### config.mk
export PLATFORM = sky130hd
export DESIGN_NAME = serial_rx_deser
export DESIGN_NICKNAME = d
export VERILOG_FILES = /design/src/rtl/srx_pkg.sv /design/src/rtl/srx_bit_counter.sv /design/src/rtl/srx_shift_assembler.sv /design/src/rtl/srx_align.sv /design/src/rtl/srx_hold_reg.sv /design/src/rtl/serial_rx_deser.sv
export SDC_FILE = /design/constraint.sdc
export NUM_CORES = 1
export LEC_CHECK = 0
export ABC_AREA = 1
export BUFFER_PORTS_ARGS = -buffer_cell sky130_fd_sc_hd__buf_2
export CORE_ASPECT_RATIO = 0.5
export CORE_MARGIN = 3
export CORE_UTILIZATION = 30
export CTS_CLUSTER_DIAMETER = 150
export DETAILED_ROUTE_END_ITERATION = 6
export GPL_ROUTABILITY_DRIVEN = 0
export SLEW_MARGIN = 20
export SYNTH_ARGS = -nofsm -noshare
export SYNTH_HDL_FRONTEND = slang
export SYNTH_SLANG_ARGS = --single-unit
### constraint.sdc
create_clock -name clk -period 2.6 [get_ports clk]
set_clock_uncertainty 0.05 [all_clocks]
set_input_delay 0.26 -clock clk [delete_from_list [all_inputs] [get_ports clk]]
set_output_delay 0.26 -clock clk [all_outputs]
set_load 0.01 [all_outputs]
### src/rtl/srx_pkg.sv
package srx_pkg;

    localparam int DATA_W  = 24;
    localparam int MAX_WL  = 32;
    localparam int CNT_W   = $clog2(MAX_WL);
    localparam int LEN_W   = $clog2(MAX_WL) + 1;
    localparam int NARROW_SHIFT = 8;

    typedef enum logic [2:0] {
        WL_8  = 3'd0,
        WL_12 = 3'd1,
        WL_16 = 3'd2,
        WL_24 = 3'd3,
        WL_32 = 3'd4
    } wlen_e;

    typedef struct packed {
        logic             lsb_first;
        logic             align_low;
        logic [LEN_W-1:0] word_bits;
        logic [LEN_W-1:0] data_bits;
    } rx_cfg_t;

    typedef struct packed {
        logic full;
        logic overrun;
        logic irq;
    } rx_stat_t;

    function automatic logic [LEN_W-1:0] word_bits_of(input logic [2:0] code);
        logic [LEN_W-1:0] r;
        case (code)
            WL_8:    r = LEN_W'(8);
            WL_12:   r = LEN_W'(12);
            WL_16:   r = LEN_W'(16);
            WL_32:   r = LEN_W'(32);
            default: r = LEN_W'(24);
        endcase
        return r;
    endfunction

    function automatic logic [LEN_W-1:0] data_bits_of(input logic [LEN_W-1:0] wb);
        return (int'(wb) > DATA_W) ? LEN_W'(DATA_W) : wb;
    endfunction

endpackage

### src/rtl/srx_bit_counter.sv
module srx_bit_counter
    import srx_pkg::*;
(
    input  logic             clk,
    input  logic             rst,
    input  logic             bit_en,
    input  logic             frame_sync,
    input  logic [LEN_W-1:0] word_bits,
    output logic [CNT_W-1:0] bit_cnt,
    output logic             accept,
    output logic             abort,
    output logic             word_done
);

    logic [LEN_W-1:0] cnt_ext;

    assign accept    = bit_en & frame_sync;
    assign abort     = bit_en & ~frame_sync;
    assign cnt_ext   = {1'b0, bit_cnt};
    assign word_done = accept & (cnt_ext >= word_bits - LEN_W'(1));

    always_ff @(posedge clk) begin
        if (rst) begin
            bit_cnt <= '0;
        end else if (abort || word_done) begin
            bit_cnt <= '0;
        end else if (accept) begin
            bit_cnt <= bit_cnt + CNT_W'(1);
        end
    end

endmodule

### src/rtl/srx_shift_assembler.sv
module srx_shift_assembler
    import srx_pkg::*;
(
    input  logic              clk,
    input  logic              rst,
    input  logic              accept,
    input  logic              abort,
    input  logic              word_done,
    input  logic [CNT_W-1:0]  bit_cnt,
    input  logic              lsb_first,
    input  logic              sdata,
    output logic [DATA_W-1:0] word_next
);

    logic [DATA_W-1:0] sr;
    logic              keep;

    assign keep = accept & (int'(bit_cnt) < DATA_W);

    always_comb begin
        word_next = sr;
        if (keep) begin
            if (lsb_first) begin
                for (int i = 0; i < DATA_W; i++) begin
                    if (int'(bit_cnt) == i) word_next[i] = sdata;
                end
            end else begin
                word_next = {sr[DATA_W-2:0], sdata};
            end
        end
    end

    always_ff @(posedge clk) begin
        if (rst || abort || word_done) begin
            sr <= '0;
        end else if (keep) begin
            sr <= word_next;
        end
    end

endmodule

### src/rtl/srx_align.sv
module srx_align
    import srx_pkg::*;
(
    input  logic [DATA_W-1:0] word_in,
    input  logic [LEN_W-1:0]  data_bits,
    input  logic              align_low,
    output logic [DATA_W-1:0] word_out
);

    logic [DATA_W-1:0] mask;
    logic [DATA_W-1:0] wide;

    always_comb begin
        mask     = {DATA_W{1'b1}} >> (DATA_W - int'(data_bits));
        wide     = (word_in & mask) << (DATA_W - int'(data_bits));
        word_out = align_low ? (wide >> NARROW_SHIFT) : wide;
    end

endmodule

### src/rtl/srx_hold_reg.sv
module srx_hold_reg
    import srx_pkg::*;
(
    input  logic              clk,
    input  logic              rst,
    input  logic              load,
    input  logic [DATA_W-1:0] din,
    input  logic              rd_strobe,
    input  logic              irq_en,
    output logic [DATA_W-1:0] dout,
    output rx_stat_t          stat
);

    always_ff @(posedge clk) begin
        if (rst) begin
            dout <= '0;
            stat <= '0;
        end else begin
            stat.irq <= load & irq_en;
            if (load) dout <= din;
            if (load)           stat.full <= 1'b1;
            else if (rd_strobe) stat.full <= 1'b0;
            if (rd_strobe)              stat.overrun <= 1'b0;
            else if (load && stat.full) stat.overrun <= 1'b1;
        end
    end

endmodule

### src/rtl/serial_rx_deser.sv
module serial_rx_deser
    import srx_pkg::*;
(
    input  logic        clk,
    input  logic        rst,
    input  logic        bit_en,
    input  logic        frame_sync,
    input  logic        sdata,
    input  logic [2:0]  wlen_code,
    input  logic        lsb_first,
    input  logic        align_low,
    input  logic        irq_en,
    input  logic        rd_strobe,
    output logic [23:0] rx_data,
    output logic        rx_full,
    output logic        rx_overrun,
    output logic        rx_irq
);

    rx_cfg_t           cfg;
    logic [CNT_W-1:0]  bit_cnt;
    logic              accept, abort, word_done;
    logic [DATA_W-1:0] word_next, word_aligned;
    rx_stat_t          stat;

    always_comb begin
        cfg.lsb_first = lsb_first;
        cfg.align_low = align_low;
        cfg.word_bits = word_bits_of(wlen_code);
        cfg.data_bits = data_bits_of(cfg.word_bits);
    end

    srx_bit_counter u_cnt (
        .clk(clk), .rst(rst), .bit_en(bit_en), .frame_sync(frame_sync),
        .word_bits(cfg.word_bits), .bit_cnt(bit_cnt), .accept(accept),
        .abort(abort), .word_done(word_done)
    );

    srx_shift_assembler u_asm (
        .clk(clk), .rst(rst), .accept(accept), .abort(abort),
        .word_done(word_done), .bit_cnt(bit_cnt), .lsb_first(cfg.lsb_first),
        .sdata(sdata), .word_next(word_next)
    );

    srx_align u_align (
        .word_in(word_next), .data_bits(cfg.data_bits),
        .align_low(cfg.align_low), .word_out(word_aligned)
    );

    srx_hold_reg u_hold (
        .clk(clk), .rst(rst), .load(word_done), .din(word_aligned),
        .rd_strobe(rd_strobe), .irq_en(irq_en), .dout(rx_data), .stat(stat)
    );

    assign rx_full    = stat.full;
    assign rx_overrun = stat.overrun;
    assign rx_irq     = stat.irq;

endmodule

==> results.json <==
{
  "outcome": "complete, no violations",
  "path_class": "in2reg",
  "wirelength_mm": 11.12,
  "maxSlewHeadroom_pct": 64.41,
  "cp_common_cell": "nand2_1",
  "cts_tree": "built",
  "peakVddDrop_v": 0.0002916,
  "internal_power_mw": 1.344,
  "drive_gt1_share_pct": 13.67,
  "cp_num_buf_inv": 5,
  "cp-end-kind": "flip-flop",
  "crit_chain": "buf_2 > inv_1 > nor3_2 > a21oi_2 > inv_1 > ha_1 > xor2_1 > ha_1 > nand3_1 > o21ai_0 > nand2_1 > nand2_1 > clkinvlp_4 > buf_4 > nand2_1 > nand3_1",
  "cts-htree-levels": 2,
  "grt_max_degree": 45,
  "cp_top_family": "buffers and inverters",
  "cp.required_ns": 2.75,
  "p_comb_share_pct": 18.2,
  "hpwl_mm": 8.452,
  "core_area_sq_um": 12050,
  "final_common_cell": "nand2_1",
  "setup_slack_ns": 0.2909,
  "wl_met1_mm": 5.819,
  "drc": 0,
  "grt_first_pass_wirelength_mm": 18.36,
  "antenna_found_initial": 0,
  "power_density_nw_per_um2": 433.6,
  "avgSynthCellArea_sq_um": 5.835,
  "grt_util_all_layers_pct": 16.10,
  "syn_inst": 648,
  "die_y_um": 85.39,
  "final.fill_count": 1366,
  "cpMaxStageDelayCell": "ha_1",
  "wire_per_inst_um": 12.93,
  "cp.arrival_ns": 2.46,
  "report.power.total_mw": 1.938,
  "viasPerCell": 4.783,
  "post-route-period-util_pct": 88.81,
  "switching_share_pct": 30.68,
  "num_vias": 4113,
  "routed-wl-met3_um": 594,
  "hold_path_class": "in2reg",
  "utilization_pct": 37.10,
  "clockBufferDepth": 2,
  "drtIter0Drc": 420,
  "max_freq_ghz": 0.4331,
  "clkLatencyLatePin_ns": 0.30,
  "start_util_pct": 31.37,
  "cpPeakStageDelay_ns": 0.31,
  "r2r_slack_ns": 0.31,
  "setup_violations": 0,
  "grt_overflow": 0,
  "critPathLaunchType": "input pin",
  "die_x_um": 164.8,
  "met2_length_mm": 4.652,
  "highest_layer": "met4",
  "fin_nets": 718,
  "ioPinCount": 39,
  "hold_violations": 0,
  "path_clk_slew_ns": 0.08,
  "first_pass_iters": 5,
  "ys_seq_area_share_pct": 29.65,
  "p_leak_nw": 2.217,
  "final_antenna_net_count": 0,
  "rsz0062_at_grt": "false",
  "drv_slew": 0,
  "drv_cap": 0,
  "cts-buffers-inserted": 5,
  "yosysUniqueCellTypes": 26,
  "yosysWarnings": 0,
  "cts.sinks": 56,
  "hold_buffers": 0,
  "dieArea_sq_um": 14070,
  "netSwitchingPower_mw": 0.5947,
  "numPortBuffers": 38,
  "hold_slack_ns": 0.1186,
  "synthToLayoutAreaGrowth_pct": 18.23,
  "fin_crit_ns": 2.309,
  "pre_cts_ws_ns": -0.09167,
  "syn_area_sq_um": 3781,
  "diodes": 0,
  "grt_pass1_vias": 3632,
  "layout_common_cells": "nand2_1, nand3_1, nor2_1",
  "clkPwrFrac_pct": 36.6,
  "critPathMaxFanout": 12,
  "seq_power_share_pct": 45.2,
  "syn_nets": 672,
  "worstMarginPinSlew_ns": 0.5332,
  "ys_ff_latch": 56,
  "root_buffer": "clkbuf_16",
  "placementRows": 28
}
-- layout make-up --
type / instances / area [sq um] / area share [%]
clock inverters: 3 / 22.52 / 0.5038
clock buffers: 5 / 125.1 / 2.799
inverters: 51 / 195.2 / 4.366
multi-input cells: 512 / 2347 / 52.50
well taps: 165 / 206.4 / 4.618
repair buffers: 68 / 452.9 / 10.13
flip-flops and latches: 56 / 1121 / 25.08
-- synthesized netlist by cell type --
| cell type | n | area, sq um |
|---|---|---|
| clkinv_1 | 1 | 3.750 |
| dfxtp_1 | 56 | 1121 |
| xor2_1 | 3 | 26.28 |
| a21o_1 | 1 | 7.510 |
| nand3_1 | 95 | 475.5 |
| a21boi_1 | 3 | 22.52 |
| o21a_1 | 1 | 7.510 |
| a211oi_1 | 1 | 7.510 |
| a21oi_1 | 43 | 215.2 |
| buf_4 | 5 | 37.54 |
| buf_2 | 10 | 50.05 |
| o21ai_0 | 19 | 95.09 |
| nand2_1 | 237 | 889.6 |
| nand3b_1 | 1 | 7.510 |
| inv_1 | 43 | 161.4 |
| ha_1 | 12 | 150.1 |
| o21ai_1 | 6 | 30.03 |
| nor2_2 | 5 | 31.28 |
| o21ai_4 | 1 | 16.27 |
| nor2_1 | 71 | 266.5 |
| nor3_1 | 1 | 5.000 |
| or2_2 | 1 | 6.260 |
| inv_2 | 7 | 26.28 |
| buf_1 | 8 | 30.03 |
| clkbuf_1 | 6 | 22.52 |
| nand4_1 | 11 | 68.82 |
-- worst register-to-register path, cell delays in order (launching register included) --
cell	delay, ns
dfxtp_1	0.43
ha_1	0.27
inv_1	0.14
nor2_2	0.27
nand3_1	0.11
nand3_1	0.10
nand2_1	0.07
nand2_1	0.16
nand3_1	0.10
nand2_1	0.13
nand2_1	0.06
nand2_1	0.12
nand2_1	0.08
a21oi_1	0.14
-- kinds of logic (layout without fill, tap and decap cells) --
group,after synthesis,count (layout),synth area share (%)
AND/OR/NAND/NOR,422,422,46.29
buffers and inverters,80,127,8.769
AO/OA/AOI/OAI,75,75,10.62
flip-flops,56,56,29.65
adder cells (fa/ha/maj),12,12,3.971
XOR/XNOR,3,3,0.6950
-- sequential cells by signal, indices dropped and copies added, names as in the netlist --
register,cells
u_asm.sr,24
u_hold.stat,3
u_hold.dout,24
u_cnt.bit_cnt,5
-- power by group through the flow --
stage               Combinational (mW)  Clock (mW)  Sequential, mW
finish                           0.353       0.709           0.876
global route                     0.396       0.757           0.878
CTS                              0.346       0.726           0.876
detailed placement               0.344           0           0.897
global placement                 0.344           0           0.896
floorplan                        0.237           0           0.894
-- worst paths after layout --
check / start / to / cells after the start
min: irq_en / u_hold.stat[0]$_SDFF_PP0_ / 3
max reg2reg: u_cnt.bit_cnt[0]$_SDFFE_PP0P_ / u_hold.dout[7]$_SDFFE_PP0P_ / 13
max: wlen_code[1] / u_hold.dout[15]$_SDFFE_PP0P_ / 16
min reg2reg: u_hold.dout[18]$_SDFFE_PP0P_ / u_hold.dout[18]$_SDFFE_PP0P_ / 2
-- through the flow --
stage	cell area [sq um]	cells	TNS [ns]
after floorplan	3791	648	0
after global placement	4295	851	0
after detailed placement	4295	851	-0.8937
after CTS	4443	859	0
after global routing	4471	860	0
final	4471	860	0
-- metal layers --
metal  global-route usage, %  vias up
met5                       0        -
met4                   2.055        0
met3                   2.584        4
met2                   24.87       98
met1                   24.10     1832
li1                        -     2179
-- repair_timing --
action	4_1_cts	5_1_grt
gates resized for setup	0	5
setup buffers	0	1
hold endpoints to repair	0	0
endpoints found under the setup margin	0	22
(Power assumes the default switching activity.)
